<file path="src/rtl/plim_pkg.sv">
package plim_pkg;
  localparam int SAMP_W_DEF  = 24;
  localparam int FACT_W_DEF  = 8;
  localparam int HOLD_MS_DEF = 400;

  typedef enum logic {
    SRC_POST = 1'b0,
    SRC_LIM  = 1'b1
  } gain_src_e;
endpackage

</file>
<file path="src/rtl/plim_sync.sv">
module plim_sync #(
  parameter int   STAGES  = 2,
  parameter logic RST_VAL = 1'b0
) (
  input  logic clk,
  input  logic rst,
  input  logic d,
  output logic q
);
  logic [STAGES-1:0] chain;

  generate
    for (genvar i = 0; i < STAGES; i++) begin : g_stage
      if (i == 0) begin : g_first
        always_ff @(posedge clk) begin
          if (rst) chain[i] <= RST_VAL;
          else     chain[i] <= d;
        end
      end else begin : g_next
        always_ff @(posedge clk) begin
          if (rst) chain[i] <= RST_VAL;
          else     chain[i] <= chain[i-1];
        end
      end
    end
  endgenerate

  assign q = chain[STAGES-1];
endmodule

</file>
<file path="src/rtl/plim_persist.sv">
module plim_persist #(
  parameter int HOLD_MS = 400
) (
  input  logic clk,
  input  logic rst,
  input  logic warn,
  input  logic tick,
  output logic qualified
);
  localparam int CNT_W = $clog2(HOLD_MS + 2);
  localparam logic [CNT_W-1:0] LIMIT = CNT_W'(HOLD_MS);

  logic [CNT_W-1:0] cnt;
  logic             past_limit;

  assign past_limit = (cnt > LIMIT);

  always_ff @(posedge clk) begin
    if (rst) begin
      cnt <= '0;
    end else if (!warn) begin
      cnt <= '0;
    end else if (tick && !past_limit) begin
      cnt <= cnt + 1'b1;
    end
  end

  always_ff @(posedge clk) begin
    if (rst) qualified <= 1'b0;
    else     qualified <= warn && past_limit;
  end
endmodule

</file>
<file path="src/rtl/plim_gain_sel.sv">
module plim_gain_sel
  import plim_pkg::*;
#(
  parameter int FACT_W = 8
) (
  input  logic              clk,
  input  logic              rst,
  input  logic              therm_q,
  input  logic              ocur_s,
  input  logic [FACT_W-1:0] post_scale,
  input  logic [FACT_W-1:0] lim_scale,
  output logic              limit_active,
  output logic [FACT_W-1:0] gain
);
  gain_src_e src;

  always_ff @(posedge clk) begin
    if (rst) limit_active <= 1'b0;
    else     limit_active <= therm_q | ocur_s;
  end

  always_comb begin
    src = SRC_POST;
    if (limit_active && ($signed(lim_scale) < $signed(post_scale))) src = SRC_LIM;
  end

  assign gain = (src == SRC_LIM) ? lim_scale : post_scale;
endmodule

</file>
<file path="src/rtl/plim_chan_mult.sv">
module plim_chan_mult #(
  parameter int SAMP_W = 24,
  parameter int FACT_W = 8
) (
  input  logic              clk,
  input  logic              rst,
  input  logic              en,
  input  logic [SAMP_W-1:0] sample,
  input  logic [FACT_W-1:0] gain,
  output logic [SAMP_W-1:0] result
);
  localparam int PAD_W  = SAMP_W - FACT_W;
  localparam int PROD_W = 2 * SAMP_W;
  localparam int KEEP_W = SAMP_W + 1;
  localparam logic [SAMP_W-1:0] POS_MAX = {1'b0, {(SAMP_W-1){1'b1}}};
  localparam logic [SAMP_W-1:0] NEG_MAX = {1'b1, {(SAMP_W-1){1'b0}}};

  logic signed [SAMP_W-1:0] gain_wide;
  logic signed [PROD_W-1:0] prod;
  logic [KEEP_W-1:0]        prod_hi;
  logic                     unused_low;

  assign gain_wide  = $signed({gain, {PAD_W{1'b0}}});
  assign prod       = $signed(sample) * gain_wide;
  assign unused_low = ^prod[SAMP_W-2:0];

  always_ff @(posedge clk) begin
    if (rst)     prod_hi <= '0;
    else if (en) prod_hi <= prod[PROD_W-1:SAMP_W-1];
  end

  logic overflow;
  assign overflow = prod_hi[KEEP_W-1] ^ prod_hi[KEEP_W-2];

  always_ff @(posedge clk) begin
    if (rst) begin
      result <= '0;
    end else if (overflow) begin
      result <= prod_hi[KEEP_W-1] ? NEG_MAX : POS_MAX;
    end else begin
      result <= prod_hi[SAMP_W-1:0];
    end
  end
endmodule

</file>
<file path="src/rtl/postscale_limiter.sv">
module postscale_limiter
  import plim_pkg::*;
#(
  parameter int NCH         = 2,
  parameter int SAMP_W      = SAMP_W_DEF,
  parameter int FACT_W      = FACT_W_DEF,
  parameter int HOLD_MS     = HOLD_MS_DEF,
  parameter int SYNC_STAGES = 2
) (
  input  logic                  clk,
  input  logic                  rst,
  input  logic                  ms_tick,
  input  logic                  therm_warn_n,
  input  logic                  ocur_warn,
  input  logic [FACT_W-1:0]     post_scale,
  input  logic [FACT_W-1:0]     lim_scale,
  input  logic                  in_valid,
  input  logic [NCH*SAMP_W-1:0] in_samples,
  output logic                  out_valid,
  output logic [NCH*SAMP_W-1:0] out_samples,
  output logic                  limit_active
);
  localparam int PIPE = 2;

  logic therm_n_s;
  logic therm_s;
  logic ocur_s;
  logic therm_q;
  logic [FACT_W-1:0] gain;

  plim_sync #(.STAGES(SYNC_STAGES), .RST_VAL(1'b1)) u_sync_therm (
    .clk(clk), .rst(rst), .d(therm_warn_n), .q(therm_n_s)
  );
  plim_sync #(.STAGES(SYNC_STAGES), .RST_VAL(1'b0)) u_sync_ocur (
    .clk(clk), .rst(rst), .d(ocur_warn), .q(ocur_s)
  );

  assign therm_s = ~therm_n_s;

  plim_persist #(.HOLD_MS(HOLD_MS)) u_persist (
    .clk(clk), .rst(rst), .warn(therm_s), .tick(ms_tick), .qualified(therm_q)
  );

  plim_gain_sel #(.FACT_W(FACT_W)) u_gain (
    .clk(clk), .rst(rst), .therm_q(therm_q), .ocur_s(ocur_s),
    .post_scale(post_scale), .lim_scale(lim_scale),
    .limit_active(limit_active), .gain(gain)
  );

  generate
    for (genvar c = 0; c < NCH; c++) begin : g_ch
      plim_chan_mult #(.SAMP_W(SAMP_W), .FACT_W(FACT_W)) u_mult (
        .clk(clk), .rst(rst), .en(in_valid),
        .sample(in_samples[c*SAMP_W +: SAMP_W]),
        .gain(gain),
        .result(out_samples[c*SAMP_W +: SAMP_W])
      );
    end
  endgenerate

  logic [PIPE-1:0] vpipe;
  always_ff @(posedge clk) begin
    if (rst) vpipe <= '0;
    else     vpipe <= {vpipe[PIPE-2:0], in_valid};
  end
  assign out_valid = vpipe[PIPE-1];
endmodule

</file>
<file path="config.mk">
export PLATFORM = sky130hd
export DESIGN_NAME = postscale_limiter
export DESIGN_NICKNAME = d
export VERILOG_FILES = /design/src/rtl/plim_pkg.sv /design/src/rtl/plim_sync.sv /design/src/rtl/plim_persist.sv /design/src/rtl/plim_gain_sel.sv /design/src/rtl/plim_chan_mult.sv /design/src/rtl/postscale_limiter.sv
export SDC_FILE = /design/constraint.sdc
export NUM_CORES = 1
export LEC_CHECK = 0
export BUFFER_PORTS_ARGS = -buffer_cell sky130_fd_sc_hd__buf_2
export CAP_MARGIN = 15
export CORE_MARGIN = 2
export CORE_UTILIZATION = 55
export DETAILED_ROUTE_END_ITERATION = 8
export PLACE_DENSITY = 0.84
export SLEW_MARGIN = 10
export SYNTH_ARGS = -nofsm -noshare
export SYNTH_HDL_FRONTEND = slang
export SYNTH_HIERARCHICAL = 1
export SYNTH_SLANG_ARGS = --single-unit
</file>
<file path="constraint.sdc">
create_clock -name clk -period 7.63 [get_ports clk]
set_clock_uncertainty 0.15 [all_clocks]
set_input_delay 0.3815 -clock clk [delete_from_list [all_inputs] [get_ports clk]]
set_output_delay 0.3815 -clock clk [all_outputs]
set_load 0.005 [all_outputs]
</file>
* Word level (Yosys, flattened, before mapping)
Cells that the tools add are included.
** Operators by class
- Add/sub/neg operators :: 1
- $mul :: 2
- Muxes and demuxes :: 6
- Reductions and logical operators :: 5
- Bitwise gates (word level) :: 4
- $lt $le $gt $ge :: 2
** Operators by type and width (count)
- 24-bit 2-to-1 mux :: 4
- 24-bit by 8-bit multiplier with 32-bit output :: 2
- 9-bit by 1-bit adder with 9-bit output, second input constant :: 1
- 9-bit > comparator, second input constant :: 1
- 8-bit < comparator :: 1
- 8-bit 2-to-1 mux :: 1
- 1-bit logical AND :: 3
- 2-bit OR reduction :: 1
- 1-bit XOR :: 2
- 1-bit zero test :: 1
- 1-bit 2-to-1 mux :: 1
- 1-bit NOT :: 1
- 1-bit bitwise OR :: 1
** Storage, ports and cells
- Output and inout port bits :: 50
- Word-level logic and storage cells :: 32
- Flip-flop bits (word level) :: 115
- Bits of input ports :: 70

* Logic depth before layout (Yosys ltp)
- Depth after elaboration :: 5
- Mapped depth :: 25
- Mapped depth without buffers :: 24

* Modules after synthesis
Netlist, hierarchy kept.
** Modules (own cells, without submodules)
- plim_chan_mult (g_ch[0].u_mult) :: times used 1, seq. area each 980.9 um^2, cells each 959, area each 8301.7 um^2
- plim_chan_mult (g_ch[1].u_mult) :: times used 1, seq. area each 980.9 um^2, cells each 948, area each 8260.4 um^2
- plim_persist :: times used 1, seq. area each 200.2 um^2, cells each 56, area each 518.0 um^2
- plim_gain_sel :: times used 1, seq. area each 20.0 um^2, cells each 35, area each 387.9 um^2
- plim_sync :: times used 2, seq. area each 40.0 um^2, cells each 4, area each 52.6 um^2
- postscale_limiter :: times used 1, seq. area each 40.0 um^2, cells each 5, area each 56.3 um^2

* Least setup slack after synthesis
OpenSTA, ideal clock, no wires.
- Path kind :: input-to-reg
- Start point :: input post_scale[5]
- End point :: register g_ch[0].u_mult.prod_hi[22]
- Required time :: 7.358 ns
- Buffers on the path :: 1
- Slack :: 0.999 ns
- Library setup time :: 0.122 ns
- Stages on the path :: 23
- Arrival time :: 6.359 ns
- Cell sequence :: inv_1 -> ha_1 -> a21o_1 -> a2111oi_4 -> o32ai_4 -> mux2_4 -> inv_1 -> clkbuf_1 -> nor2_1 -> fa_1 -> fa_1 -> fa_1 -> inv_1 -> fa_1 -> inv_1 -> ha_1 -> and4_1 -> and3_1 -> a21oi_1 -> a211oi_4 -> o31ai_1 -> a2111oi_1 -> nand3b_1
** On the way
- Word-level cells in the longest chain between the ends :: 5
** RTL lines
- start, declared :: RTL line postscale_limiter.sv:15 : input logic [FACT_W-1:0] post_scale,
- 8-bit < comparator :: RTL line plim_gain_sel.sv:24 : if (limit_active && ($signed(lim_scale) < $signed(post_scale))) src = SRC_LIM;
- 1-bit logical AND :: RTL line plim_gain_sel.sv:24
- 1-bit 2-to-1 mux :: RTL line plim_gain_sel.sv:24
- 8-bit 2-to-1 mux :: RTL line plim_gain_sel.sv:27 : assign gain = (src == SRC_LIM) ? lim_scale : post_scale;
- net gain[7] :: RTL line postscale_limiter.sv:29 : logic [FACT_W-1:0] gain;
- 24-bit by 8-bit multiplier with 32-bit output :: RTL line plim_chan_mult.sv:24 : assign prod = $signed(sample) * gain_wide;
- end signal, assigned :: RTL line plim_chan_mult.sv:29 : else if (en) prod_hi <= prod[PROD_W-1:SAMP_W-1];
- end, declared :: RTL line plim_chan_mult.sv:20 : logic [KEEP_W-1:0] prod_hi;
The timed path passes the listed nets, and every way through them passes these cells.
A chain may end at the register's enable or synchronous reset.

* Final worst setup path
Same ends and word-level chain as after synthesis.

==> metrics.txt <==
status=completed; Final setup viols=0; Cell Area, Synth=~0.018 mm2; type of origin of the critical path=input pin; first-pass iteration count of the detailed router=5; Mapped Nets=between 2,000 and 3,000; Hold Slack=0.0331 ns; Final #Nets=between 2,000 and 3,000; Main synth FF type=dfxtp_1; number of enable flip-flop cells after synthesis=0; Highest Clock Rate=142 MHz; WL per Instance=16.5 um; mean number of vias per cell=about 5.5; CTS sink cnt=between 100 and 150; Final Util=0.607; crit path kind=in2reg; area share of the largest cell type after synthesis=0.338; asr flop ratio synth=0; crit end category=register; Slew Viols, Final=0; Via Count=approximately 14,000; DRC=0; share of layout cells above drive strength 1=0.0904; Layout Cells excl Fill=2,506; core box area=about 0.032 mm2; Port Buf Inserts=around 120; Req. time, crit path=between 7 and 8 ns; Final min period=7.04 ns; RSZ-0062 raised after global routing=false; Leak=9.55 nW; CTS tree=done; count of cell types in the netlist=84; initial antenna violation count=3; GRT Util Overall=0.265; worst endpoint data arrival time=~7.2 ns; drt initial violations=just under 900; largest net degree at the start of global routing=96; vias in the first global route=around 15,000; Inserted Clock Buffers=17; remaining global-route overflow=0; GPL Wtd Cong=between 0.9 and 1; Avg Cell Area, Syn=between 8 and 9 um2; root buffer cell=clkbuf_16; worst rel slew slack=0.343; Place WS=around 0.29 ns; H-tree depth=4; fill count=about 2,600; die width=~180 um; dpl hpwl=around 32 mm; worst-path maximum fanout=16; clock-pin slew on the worst setup and hold paths=approximately 0.060 ns; die area=around 0.034 mm2; Synth Register Bits=between 100 and 150; final instance area=~0.019 mm2; total I/O pin count=120; final setup margin=between 0.5 and 0.6 ns; max cap viols=0; most frequent cell after synthesis=inv_1; min-delay worst type=in2reg; hold path startpoint=ocur_warn; crit path launch=post_scale[5]; number of synthesis warnings=6; count of final hold-check violations=0; drt total wl=approximately 41 mm; crit share post-route=0.922; first-pass GRT wire length=71.9 mm; Seq/Total Area, Yosys=0.131; Peak VDD IR=around 0.23 mV; Synth top cells by count=inv_1 (434), fa_1 (298), and2_1 (284); Final ANT Viol Nets=0; chip height=about 180 um; PwrDens=~370 mW/mm2; Area after DPL=between 0.015 and 0.02 mm2; setup tns final=0 ns; row count=65; r2r startpoint=u_gain/limit_active; clock latency on the worst-skew pair=0.42 ns; Tot Pwr=between 7 and 8 mW; post_cts resized=0; clk buf depth=2; largest cells by area after synthesis=fa_1 (34%), dfxtp_1 (13%), and2_1 (10%); placed cells=approximately 2,500; synthesis-to-layout area growth=8.72%; slew at the pin closest to its max-slew limit=slightly below 1 ns; initial core utilization=0.559; Mapped Cells=about 2,000; area leader, netlist=fa_1
-- critical path: stages --
cell and delay (ns):
buf_2 0.09, inv_1 0.04, ha_1 0.30, a21o_1 0.19
a2111oi_4 0.40, o32ai_4 0.25, mux2_4 0.36, inv_1 0.45
nor2_1 0.15, fa_1 0.54, fa_1 0.54, fa_1 0.57
inv_1 0.06, fa_1 0.53, inv_1 0.04, ha_1 0.35
a21oi_1 0.18, o21ai_1 0.10, o41ai_1 0.48, o21ai_0 0.29
o31ai_1 0.51, a2111oi_1 0.18, nand3b_1 0.21
-- metal layers --
metal / GRT usage / share of wire
met2: 0.474 / 0.51
met5: 0 / 0
met1: 0.323 / 0.40
met4: 0.101 / 0.031
met3: 0.0399 / 0.056
-- timing repair --
action | in CTS | in global routing
hold buffers | 1 | 0
endpoints found under the hold margin | 1 | 0
setup endpoints to repair | 0 | 0
setup buffers | 0 | 0
-- cells in the final DEF (no fill, tap or decap), drive strengths merged, types with 26 or more instances in the layout --
cell type  netlist  routed
nor2            97      97
a21oi          100     100
fa             298     298
dfxtp          115     115
o21ai           39      39
nand3           26      26
nand2          151     151
buf              9     124
ha             131     131
and2           284     284
inv            434     445
-- sequential cells by signal, summed over array words and instances (netlist names), 2 cells and up --
name	cells
g_ch.u_mult/prod_hi	50
g_ch.u_mult/result	48
u_persist/cnt	9
vpipe	2
-- power breakdown --
group,switching [mW],total [mW],internal (mW)
Combinational,3.15,5.25,2.10
Clock,0.344,0.877,0.533
Sequential,0.0955,0.900,0.805
-- path summary, 6_finish.rpt --
kind                                              endpoint  slack [ns]  depth (start not counted)
worst max register to register  g_ch[0].u_mult/prod_hi[22]        0.72                         20
worst min-delay path                  u_sync_ocur/chain[0]        0.03                          2
worst max-delay path            g_ch[0].u_mult/prod_hi[22]        0.59                         23
worst min register to register              u_sync_therm/q        0.26                          1
-- area by class of cell --
class | instances | area, um2 | area share
repair buffers | 125 | 646 | 0.0337
clock buffers | 17 | 425 | 0.0222
diodes | 3 | 7.51 | 0.000392
inverters | 434 | 1630 | 0.0850
flip-flops and latches | 115 | 2300 | 0.120
well taps | 402 | 503 | 0.0262
clock inverters | 15 | 211 | 0.0110
multi-input cells | 1395 | 13400 | 0.701
-- kinds of logic (layout without fill, tap and decap cells) --
kind of cell / Yosys count / count (layout) / synth area share
and+or+nand+nor: 651 / 651 / 0.197
buffers and inverters: 501 / 591 / 0.107
adders and majority gates: 429 / 429 / 0.431
AOI/OAI and AO/OA: 241 / 241 / 0.0929
DFF: 115 / 115 / 0.131
xor gates and xnor gates: 46 / 46 / 0.0229
muxes: 28 / 28 / 0.0182
other: 0 / 3 / 0
No activity file was read; power rests on OpenSTA's default activity.
